## config.mk

```make
export PLATFORM = sky130hd
export DESIGN_NAME = cpu_seq_core
export DESIGN_NICKNAME = d
export VERILOG_FILES = /design/src/rtl/cpu_seq_pkg.sv /design/src/rtl/cpu_seq_phase.sv /design/src/rtl/cpu_seq_decode.sv /design/src/rtl/cpu_seq_pc_unit.sv /design/src/rtl/cpu_seq_mem_port.sv /design/src/rtl/cpu_seq_core.sv
export SDC_FILE = /design/constraint.sdc
export NUM_CORES = 1
export LEC_CHECK = 0
export BUFFER_PORTS_ARGS = -buffer_cell sky130_fd_sc_hd__buf_2
export CELL_PAD_IN_SITES_DETAIL_PLACEMENT = 1
export CELL_PAD_IN_SITES_GLOBAL_PLACEMENT = 1
export CORE_ASPECT_RATIO = 1.25
export CORE_MARGIN = 3
export CORE_UTILIZATION = 31
export DETAILED_ROUTE_END_ITERATION = 10
export PLACE_DENSITY_LB_ADDON = 0.12
export SLEW_MARGIN = 20
export SYNTH_ARGS = -nofsm -noshare
export SYNTH_HDL_FRONTEND = slang
export SYNTH_SLANG_ARGS = --single-unit
```

## constraint.sdc

```tcl
create_clock -name clk -period 2.35 [get_ports clk]
set_input_delay 0.3525 -clock clk [delete_from_list [all_inputs] [get_ports clk]]
set_output_delay 0.3525 -clock clk [all_outputs]
set_load 0.03 [all_outputs]
```

## src/rtl/cpu_seq_pkg.sv

```systemverilog
// Shared widths, instruction field positions, opcodes and decoded control
// bundle for the two-phase sequencer. Assumes a fixed 15-bit word format.
package cpu_seq_pkg;
    localparam int XLEN   = 15;
    localparam int OP_W   = 5;
    localparam int REG_W  = 3;
    localparam int FLAG_W = 1 << REG_W;
    localparam int IMM_W  = 7;
    localparam int BOFF_W = 7;
    localparam int MOFF_W = 4;

    localparam int OP_LSB = XLEN - OP_W;
    localparam int F1_LSB = OP_LSB - REG_W;
    localparam int F2_LSB = F1_LSB - REG_W;

    localparam logic [OP_W-1:0] OPC_NOP  = 5'h00;
    localparam logic [OP_W-1:0] OPC_LIL0 = 5'h01;
    localparam logic [OP_W-1:0] OPC_LIL1 = 5'h02;
    localparam logic [OP_W-1:0] OPC_LIH  = 5'h03;
    localparam logic [OP_W-1:0] OPC_LD   = 5'h04;
    localparam logic [OP_W-1:0] OPC_ST   = 5'h05;
    localparam logic [OP_W-1:0] OPC_BR   = 5'h10;
    localparam logic [OP_W-1:0] OPC_JMP  = 5'h11;
    localparam logic [OP_W-1:0] OPC_JSR  = 5'h12;

    typedef enum logic [2:0] {
        WR_NONE,
        WR_IMM_LO0,
        WR_IMM_LO1,
        WR_IMM_HI,
        WR_MEM,
        WR_LINK
    } wr_src_e;

    typedef struct packed {
        logic    is_ld;
        logic    is_st;
        logic    is_br;
        logic    is_jmp;
        logic    is_jsr;
        wr_src_e wsrc;
    } seq_ctrl_t;
endpackage

```

## src/rtl/cpu_seq_phase.sv

```systemverilog
// Phase flip-flop: fetch (0) and execute (1) alternate every clock.
// Assumes a synchronous active-low reset that selects fetch.
module cpu_seq_phase (
    input  logic clk,
    input  logic rst_n,
    output logic exec_o
);
    logic exec_q;

    // Toggle phase each cycle, fetch after reset.
    always_ff @(posedge clk) begin
        if (!rst_n) exec_q <= 1'b0;
        else        exec_q <= ~exec_q;
    end

    assign exec_o = exec_q;

    assert_exec_to_fetch_R2: assert property (@(posedge clk) disable iff (!rst_n)
        exec_q |=> !exec_q);
    assert_fetch_to_exec_R2: assert property (@(posedge clk) disable iff (!rst_n)
        !exec_q |=> exec_q);
endmodule

```

## src/rtl/cpu_seq_decode.sv

```systemverilog
// Combinational decoder from the instruction buffer to the control bundle.
// Assumes unlisted opcodes are no-operations (all controls inactive).
module cpu_seq_decode
    import cpu_seq_pkg::*;
(
    input  logic [XLEN-1:0] ib_i,
    output seq_ctrl_t       ctrl_o
);
    logic [OP_W-1:0] opc;
    assign opc = ib_i[OP_LSB +: OP_W];

    // Map the opcode onto the control bundle.
    always_comb begin
        ctrl_o = '{is_ld: 1'b0, is_st: 1'b0, is_br: 1'b0, is_jmp: 1'b0,
                   is_jsr: 1'b0, wsrc: WR_NONE};
        case (opc)
            OPC_LIL0: ctrl_o.wsrc = WR_IMM_LO0;
            OPC_LIL1: ctrl_o.wsrc = WR_IMM_LO1;
            OPC_LIH:  ctrl_o.wsrc = WR_IMM_HI;
            OPC_LD:   begin ctrl_o.is_ld  = 1'b1; ctrl_o.wsrc = WR_MEM;  end
            OPC_ST:   ctrl_o.is_st  = 1'b1;
            OPC_BR:   ctrl_o.is_br  = 1'b1;
            OPC_JMP:  ctrl_o.is_jmp = 1'b1;
            OPC_JSR:  begin ctrl_o.is_jsr = 1'b1; ctrl_o.wsrc = WR_LINK; end
            default:  ctrl_o.wsrc = WR_NONE;
        endcase
    end
endmodule

```

## src/rtl/cpu_seq_pc_unit.sv

```systemverilog
// Program counter and next-PC selection. The PC only moves at the end of an
// execute cycle; an external load request outranks all instruction flow.
// Assumes flags_i has one bit per value of the branch flag field.
module cpu_seq_pc_unit
    import cpu_seq_pkg::*;
#(
    parameter int ALWAYS_FLAG_IDX = 0
) (
    input  logic              clk,
    input  logic              rst_n,
    input  logic              exec_i,
    input  logic              is_br_i,
    input  logic              is_jmp_i,
    input  logic              is_jsr_i,
    input  logic [BOFF_W-1:0] br_off_i,
    input  logic [REG_W-1:0]  flag_sel_i,
    input  logic [FLAG_W-1:0] flags_i,
    input  logic [XLEN-1:0]   jmp_tgt_i,
    input  logic [XLEN-1:0]   jsr_tgt_i,
    input  logic              load_req_i,
    input  logic [XLEN-1:0]   load_val_i,
    output logic [XLEN-1:0]   pc_o,
    output logic [XLEN-1:0]   pc_inc_o
);
    localparam logic [FLAG_W-1:0] ALWAYS_MASK = FLAG_W'(1) << ALWAYS_FLAG_IDX;
    localparam logic [REG_W-1:0]  ALWAYS_SEL  = REG_W'(ALWAYS_FLAG_IDX);

    logic [XLEN-1:0]   pc_q, pc_nxt, br_tgt;
    logic [FLAG_W-1:0] eff_flags;
    logic              taken;

    assign eff_flags = flags_i | ALWAYS_MASK;
    assign taken     = is_br_i & eff_flags[flag_sel_i];
    assign pc_inc_o  = pc_q + XLEN'(1);
    assign br_tgt    = pc_q + {{(XLEN-BOFF_W){br_off_i[BOFF_W-1]}}, br_off_i};

    // Choose the PC that follows the current execute cycle.
    always_comb begin
        if (load_req_i)    pc_nxt = load_val_i;
        else if (taken)    pc_nxt = br_tgt;
        else if (is_jmp_i) pc_nxt = jmp_tgt_i;
        else if (is_jsr_i) pc_nxt = jsr_tgt_i;
        else               pc_nxt = pc_inc_o;
    end

    // Update the PC only at the end of execute.
    always_ff @(posedge clk) begin
        if (!rst_n)      pc_q <= '0;
        else if (exec_i) pc_q <= pc_nxt;
    end

    assign pc_o = pc_q;

    assert_pc_hold_fetch_R3: assert property (@(posedge clk) disable iff (!rst_n)
        !exec_i |=> pc_q == $past(pc_q));
    assert_pc_step_R3: assert property (@(posedge clk) disable iff (!rst_n)
        exec_i && !load_req_i && !is_br_i && !is_jmp_i && !is_jsr_i
        |=> pc_q == $past(pc_q) + XLEN'(1));
    assert_br_not_taken_R7: assert property (@(posedge clk) disable iff (!rst_n)
        exec_i && !load_req_i && is_br_i && !flags_i[flag_sel_i] && flag_sel_i != ALWAYS_SEL
        |=> pc_q == $past(pc_q) + XLEN'(1));
    assert_always_flag_R8: assert property (@(posedge clk) disable iff (!rst_n)
        exec_i && !load_req_i && is_br_i && flag_sel_i == ALWAYS_SEL
        |=> pc_q != $past(pc_q) + XLEN'(1) || br_off_i == BOFF_W'(1));
    assert_load_req_R12: assert property (@(posedge clk) disable iff (!rst_n)
        exec_i && load_req_i |=> pc_q == $past(load_val_i));
endmodule

```

## src/rtl/cpu_seq_mem_port.sv

```systemverilog
// Memory bus driver: PC with a read strobe in fetch, base plus signed offset
// for loads and stores in execute, both strobes low otherwise.
module cpu_seq_mem_port
    import cpu_seq_pkg::*;
(
    input  logic              exec_i,
    input  logic              is_ld_i,
    input  logic              is_st_i,
    input  logic [XLEN-1:0]   pc_i,
    input  logic [XLEN-1:0]   base_i,
    input  logic [MOFF_W-1:0] off_i,
    input  logic [XLEN-1:0]   src_i,
    output logic [XLEN-1:0]   addr_o,
    output logic              re_o,
    output logic              we_o,
    output logic [XLEN-1:0]   wdata_o
);
    logic [XLEN-1:0] eff_addr;
    assign eff_addr = base_i + {{(XLEN-MOFF_W){off_i[MOFF_W-1]}}, off_i};

    // Select address and strobes for the current phase.
    always_comb begin
        if (!exec_i) begin
            addr_o = pc_i;
            re_o   = 1'b1;
            we_o   = 1'b0;
        end else begin
            addr_o = eff_addr;
            re_o   = is_ld_i;
            we_o   = is_st_i;
        end
    end

    assign wdata_o = src_i;
endmodule

```

## src/rtl/cpu_seq_core.sv

```systemverilog
// Top of the two-phase sequencer: instruction buffer, decode, PC unit,
// memory port and register-file write composition. Assumes combinational
// memory and register-file reads.
module cpu_seq_core
    import cpu_seq_pkg::*;
#(
    parameter int ALWAYS_FLAG_IDX = 0
) (
    input  logic              clk,
    input  logic              rst_n,
    output logic [XLEN-1:0]   mem_addr,
    output logic              mem_re,
    output logic              mem_we,
    output logic [XLEN-1:0]   mem_wdata,
    input  logic [XLEN-1:0]   mem_rdata,
    output logic [REG_W-1:0]  rf_rd_a_sel,
    input  logic [XLEN-1:0]   rf_rd_a_data,
    output logic [REG_W-1:0]  rf_rd_b_sel,
    input  logic [XLEN-1:0]   rf_rd_b_data,
    output logic              rf_wr_en,
    output logic [REG_W-1:0]  rf_wr_sel,
    output logic [XLEN-1:0]   rf_wr_data,
    input  logic [FLAG_W-1:0] flags_in,
    input  logic              pc_load_req,
    input  logic [XLEN-1:0]   pc_load_value,
    output logic [XLEN-1:0]   pc_out,
    output logic              exec_phase
    ,
    output logic [XLEN-1:0]   ib_out
);
    logic [XLEN-1:0]  ib_q, pc, pc_inc;
    logic             exec;
    seq_ctrl_t        ctrl;
    logic [IMM_W-1:0] imm;

    // Capture the fetched word at the end of fetch.
    always_ff @(posedge clk) begin
        if (!rst_n)    ib_q <= '0;
        else if (!exec) ib_q <= mem_rdata;
    end

    cpu_seq_phase u_phase (.clk(clk), .rst_n(rst_n), .exec_o(exec));

    cpu_seq_decode u_dec (.ib_i(ib_q), .ctrl_o(ctrl));

    cpu_seq_pc_unit #(.ALWAYS_FLAG_IDX(ALWAYS_FLAG_IDX)) u_pc (
        .clk(clk), .rst_n(rst_n), .exec_i(exec),
        .is_br_i(ctrl.is_br), .is_jmp_i(ctrl.is_jmp), .is_jsr_i(ctrl.is_jsr),
        .br_off_i(ib_q[BOFF_W-1:0]), .flag_sel_i(ib_q[F1_LSB +: REG_W]),
        .flags_i(flags_in), .jmp_tgt_i(rf_rd_a_data), .jsr_tgt_i(rf_rd_b_data),
        .load_req_i(pc_load_req), .load_val_i(pc_load_value),
        .pc_o(pc), .pc_inc_o(pc_inc));

    cpu_seq_mem_port u_mem (
        .exec_i(exec), .is_ld_i(ctrl.is_ld), .is_st_i(ctrl.is_st),
        .pc_i(pc), .base_i(rf_rd_b_data), .off_i(ib_q[MOFF_W-1:0]),
        .src_i(rf_rd_a_data), .addr_o(mem_addr), .re_o(mem_re),
        .we_o(mem_we), .wdata_o(mem_wdata));

    assign rf_rd_a_sel = ib_q[F1_LSB +: REG_W];
    assign rf_rd_b_sel = ib_q[F2_LSB +: REG_W];
    assign rf_wr_sel   = rf_rd_a_sel;
    assign rf_wr_en    = exec && (ctrl.wsrc != WR_NONE);
    assign imm         = ib_q[IMM_W-1:0];

    // Compose the register write value for the decoded source.
    always_comb begin
        case (ctrl.wsrc)
            WR_IMM_LO0: rf_wr_data = {rf_rd_a_data[XLEN-1:IMM_W+1], 1'b0, imm};
            WR_IMM_LO1: rf_wr_data = {rf_rd_a_data[XLEN-1:IMM_W+1], 1'b1, imm};
            WR_IMM_HI:  rf_wr_data = {imm, rf_rd_a_data[XLEN-IMM_W-1:0]};
            WR_MEM:     rf_wr_data = mem_rdata;
            WR_LINK:    rf_wr_data = pc_inc;
            default:    rf_wr_data = '0;
        endcase
    end

    assign pc_out     = pc;
    assign ib_out     = ib_q;
    assign exec_phase = exec;

    assert_strobe_excl_R10: assert property (@(posedge clk) disable iff (!rst_n)
        !(mem_re && mem_we));
    assert_quiet_bus_R10: assert property (@(posedge clk) disable iff (!rst_n)
        exec && !ctrl.is_ld && !ctrl.is_st |-> !mem_re && !mem_we);
    assert_fetch_bus_R2: assert property (@(posedge clk) disable iff (!rst_n)
        !exec |-> mem_re && !mem_we && !rf_wr_en && mem_addr == pc);
    assert_decode_onehot_R11: assert property (@(posedge clk) disable iff (!rst_n)
        $onehot0({ctrl.is_ld, ctrl.is_st, ctrl.is_br, ctrl.is_jmp, ctrl.is_jsr}));
    assert_load_write_R5: assert property (@(posedge clk) disable iff (!rst_n)
        exec && ctrl.is_ld |-> rf_wr_en && rf_wr_data == mem_rdata);
endmodule

```

Yosys cells after proc, flatten, opt, wreduce, memory -nomap -nowiden
Index checks and enable logic that the tools add are counted.
{ "classes": {"bitwise_logic": 2, "n_lt_le_gt_ge": 1, "n_addsub": 3, "mux": 16, "n_eq_ne": 13, "reduce_logical": 2} }
{ "op_table": {"columns": ["op", "n"], "rows": [
  ["two-way mux 15 bit", 5],
  ["case mux 15 bit (5 select lines)", 1],
  ["adder 15 bit", 2],
  ["adder 15 x 1 -> 15 bit (second input constant)", 1],
  ["== test 5 bit (second input constant)", 3],
  ["case mux 3 bit (5 select lines)", 1],
  ["== test 5 x 2 -> 1 bit (second input constant)", 2],
  ["== test 5 x 3 -> 1 bit (second input constant)", 2],
  ["two-way mux 1 bit", 8],
  ["== test 3 x 2 -> 1 bit (second input constant)", 2],
  ["== test 3 bit (second input constant)", 2],
  ["== test 5 x 1 -> 1 bit (second input constant)", 1],
  ["< comparator 3 x 4 -> 1 bit (second input constant)", 1],
  ["binary-select mux 1 bit (select 3 bit)", 1],
  ["== test 3 x 1 -> 1 bit (second input constant)", 1],
  ["nonzero test 3 bit", 1],
  ["AND 1 bit", 1],
  ["logical AND 1 bit", 1],
  ["inverter 1 bit", 1]
]} }
{ "word_totals": {"output_inout_bits": 88, "in_bits": 71, "wordCells": 40, "ff_bits": 31} }

Logic depth before layout (Yosys ltp)
{ "depth": {"word_depth": 6, "ltp_mapped": 10, "mapped_depth_nobuf": 10} }

Hierarchy
Synthesis repeated with hierarchy kept, for this count alone.
{ "hier_totals": {"hier_cells": 571, "area_unflattened_um2": 4491.8} }
{ "by_module_without_submodules": {"columns": ["mod", "instances", "area_per_inst_um2", "seq_area_each_um2", "cells_per_inst"], "rows": [
  ["cpu_seq_pc_unit", 1, 2021.9, 300.3, 275],
  ["cpu_seq_core", 1, 1256.2, 300.3, 138],
  ["cpu_seq_mem_port", 1, 1064.8, 0.0, 141],
  ["cpu_seq_decode", 1, 115.1, 0.0, 15],
  ["cpu_seq_phase", 1, 33.8, 20.0, 2]
]} }

Worst setup path after synthesis
Ideal clock, no wire load.
{ "synth_path": {"path_kind": "reg-to-output", "startpoint": "register ib_q[0] (netlist: ib_out[0])", "endpoint": "output mem_addr[12]", "setup_slack_ns": -0.726, "path_buffers": 0, "t_arrival_ns": 2.723, "t_required_ns": 1.997, "path_stages_with_launch": 11, "cell_sequence": "dfxtp_1 > ha_1 > inv_1 > fa_1 > nor2b_1 > o31ai_1 > a2bb2oi_1 > a41oi_1 > a21oi_1 > xnor2_1 > a21oi_1"} }
{ "synth_between": {"elab_chain_len": 2} }
{ "synth_lines": {"columns": ["item", "line", "source"], "rows": [
  ["from (decl)", "cpu_seq_core.sv:31", "logic [XLEN-1:0] ib_q, pc, pc_inc;"],
  ["from (signal assigned)", "cpu_seq_core.sv:39", "else if (!exec) ib_q <= mem_rdata;"],
  ["adder 15 bit", "cpu_seq_mem_port.sv:19", "assign eff_addr = base_i + {{(XLEN-MOFF_W){off_i[MOFF_W-1]}}, off_i};"],
  ["two-way mux 15 bit", "cpu_seq_mem_port.sv:23", "if (!exec_i) begin"],
  ["to (decl)", "cpu_seq_core.sv:11", "output logic [XLEN-1:0] mem_addr,"]
]} }
No other way between the ends.

Final worst setup path
{ "layout_path": {"startpoint": "register ib_q[3] (netlist: ib_out[3])", "endpoint": "output mem_addr[14]"} }
Same word-level chain as after synthesis.

==> results.yml <==
status:
  status: "finished, violations left"
  violations: "negative setup slack"
timing:
  setup_ws_ns: -0.4828
  fmax_ghz: 0.3530
  finalCritPeriodShare_pct: 120.5
  rsz0062_at_grt: "yes"
  setup_viol: 33
  worstMarginPinSlew_ns: 0.6845
  hold_violations: 0
  min_period_ns: 2.833
  slew_viol_final: 0
  fin_skew_ns: 0.006368
  slew_headroom_pct: 54.37
routing:
  post_drt_wl_per_cell_um: 23.29
  ant_nets: 0
  drc: 0
  dr_total_vias: 5421
  dr.pass1.iters: 6
  viasPerCell: 5.785
  drt-initial-drc-count: 308
  wirelength_um: 21820
setup_path:
  r2r_end: "u_pc.pc_o[10]$_SDFFE_PN0P_"
  critPathSlowestCell: "dfxtp_4"
  crit_top_cell: "buf_6"
  critPathCaptureType: "output port"
  critPathLaunchType: "flip-flop"
  required_ns: 2.00
  path_class: "flip-flop to output port"
  crit_chain: "buf_6, ha_4, o21ai_0, nor2_1, a2bb2oi_2, a41oi_2, a21oi_2, buf_4, nor4b_4, nor2_4, buf_6"
  reg2reg_from: "ib_out[0]$_SDFFE_PN0N_"
  path_delay_family: "compound AO/OA/AOI/OAI gates"
  cp_slowest_stage_delay_ns: 0.44
  arrival_ns: 2.48
  regToRegSetupSlack_ns: -0.24
  worstRegToRegCells: 11
  worstPathMaxFanout: 7
  cp_num_buf_inv: 3
min_path:
  hold_depth: 3
  min_from: "mem_rdata[5]"
  hold-path-endpoint: "ib_out[5]$_SDFFE_PN0N_"
  hold_class: "primary input to flip-flop"
logic_synthesis:
  yosysTopAreaCell: "dfxtp_1"
  yosysSeqAreaShare_pct: 15.71
  netlist_area_um2: 3951
  synth_flop_cell: "dfxtp_1"
  syn_area_per_cell_um2: 7.469
  synth_warnings: 0
  synth.distinct_cells: 63
  synthCells: 529
  synth-async-reset-ratio_pct: 0
  syn_nets: 631
  ys_seq_elements: 31
  netlist.area_leader.share_pct: 15.71
  synth_edf_count: 0
  synthTopCellsByArea: "dfxtp_1 (16%), ha_1 (9.2%), a21oi_1 (6.2%)"
pwr:
  cellLeakagePower_nw: 3.332
  p_per_area_nw_per_um2: 431.4
  ir_worst_vdd_mv: 0.2734
cells_and_area:
  layout.cells.non_filler: 937
  syn_to_final_growth_pct: 77.36
  fin_util_pct: 56.83
  insertedDiodeCount: 0
  final_cell_mix: "buf_2 (132), buf_4 (103), buf_6 (45)"
  drive_gt1_share_pct: 56.40
  final_common_cell: "buf_2"
  num-nets-final: 874
grt:
  grt_max_degree: 39
  grt_antenna_before_repair: 0
  globalRouteTotalUtil_pct: 29.13
  grt_pass1_wl_um: 32040
  first_global_vias: 5748
  overflow: 0
die:
  ios: 159
  coreArea_um2: 12330
  row_count: 45
  die_w_um: 107.0
  start_util_pct: 32.04
  dieArea_um2: 14150
  die_y_um: 132.2
place:
  place.gp.congestion: 0.9263
  dp_hpwl_um: 15190
  dp.cells: 883
  portBuffers: 157
cts:
  clockBufferDepth: 2
  ctsHoldBuffers: 0
  h-tree-depth: 2
  clkTransAtPathRegs_ns: 0.06
  cts_buffers: 5
  clkSinkCount: 31
  cts_root_buf: "clkbuf_16"
  clkLatencyLatePin_ns: 0.29
  cts_tree: "done"
job:
  drv_cap: 0
[logic make-up after synthesis]
logic type	Yosys count	synth area share [%]
AOI/OAI and AO/OA	189	32.81
DFF	31	15.71
xor gates and xnor gates	29	6.428
adders and majority gates	31	10.20
and+or+nand+nor	163	20.30
muxes	21	5.700
buffers and inverters	65	8.866
[through the flow]
stage          TNS, ns  total power, mW  hold slack (ns)  setup slack (ns)  cell area, um^2
3_3_place_gp    -2.476            1.859           0.5374           -0.3437             5545
6_report        -5.027            3.023           0.3216           -0.4828             7008
5_1_grt         -7.218            3.139           0.3336           -0.5616             7008
4_1_cts         -6.352            2.922           0.3288           -0.4980             6731
2_1_floorplan  -0.1891            1.430           0.4699          -0.08658             4180
3_5_place_dp    -3.574            1.895           0.5439           -0.4406             5545
[cells in the mapped netlist, types with 4 or more instances]
cell / n
a21oi_1: 49
nor2_1: 45
nand2_1: 37
dfxtp_1: 31
o21ai_0: 31
ha_1: 29
buf_4: 26
a21o_1: 24
clkbuf_1: 23
mux2i_1: 18
xnor2_1: 18
nor2b_1: 17
nor3_1: 15
inv_1: 12
a222oi_1: 11
nand2b_1: 11
xor2_1: 11
nand3_1: 10
a211oi_1: 7
nor4_1: 7
o21a_1: 6
a211o_1: 5
and3_1: 5
o211ai_1: 5
o22ai_1: 5
a31o_2: 4
o31ai_1: 4
[timing repair]
action,4_1_cts,5_1_grt
setup buffers,40,15
setup endpoints to repair,33,42
resized for setup,159,60
gates cloned,2,0
pin swaps,58,52
[tightest hold or removal path, stage by stage]
cell and delay, ns:
buf_2 0.09, mux2i_1 0.06, nor2_1 0.07
[report_power, final]
part           switching (mW)  internal (mW)
clock network           0.271          0.528
logic                   0.911          0.698
registers              0.0555          0.561
[worst max-delay path by stage]
stage / start / end / cells past startpoint
after floorplan: ib_out[0]$_SDFFE_PN0N_ / mem_addr[12] / 10
after global placement: rf_rd_b_data[1] / mem_addr[13] / 10
after detailed placement: rf_rd_b_data[0] / mem_addr[14] / 12
after CTS: ib_out[0]$_SDFFE_PN0N_ / mem_addr[14] / 11
after global routing: ib_out[3]$_SDFFE_PN0N_ / mem_addr[14] / 11
final: ib_out[3]$_SDFFE_PN0N_ / mem_addr[14] / 11
[per-layer routing]
metal  vias to the layer above  GRT usage [%]  routed length, um
met5                         -              0                  0
met4                         0          13.57               1062
met3                        72          3.773               1097
met2                       244          52.66              11410
met1                      2662          33.49               8247
li1                       2443              -                  -
[final cells by class]
class / instances / area (um^2)
inverter: 12 / 47.55
fill: 1487 / 5323
multi-input combinational: 434 / 3834
clock buffer: 6 / 138.9
tap: 164 / 205.2
clock inverter: 2 / 35.03
timing repair buffer: 288 / 2081
sequential: 31 / 666.9
[flip-flops by register name, summed over array words and instances (netlist names)]
| name | cells |
|---|---|
| ib_out | 15 |
| u_pc.pc_o | 15 |
| u_phase.exec_o | 1 |
Note: power is estimated with default switching activity, not from simulation.
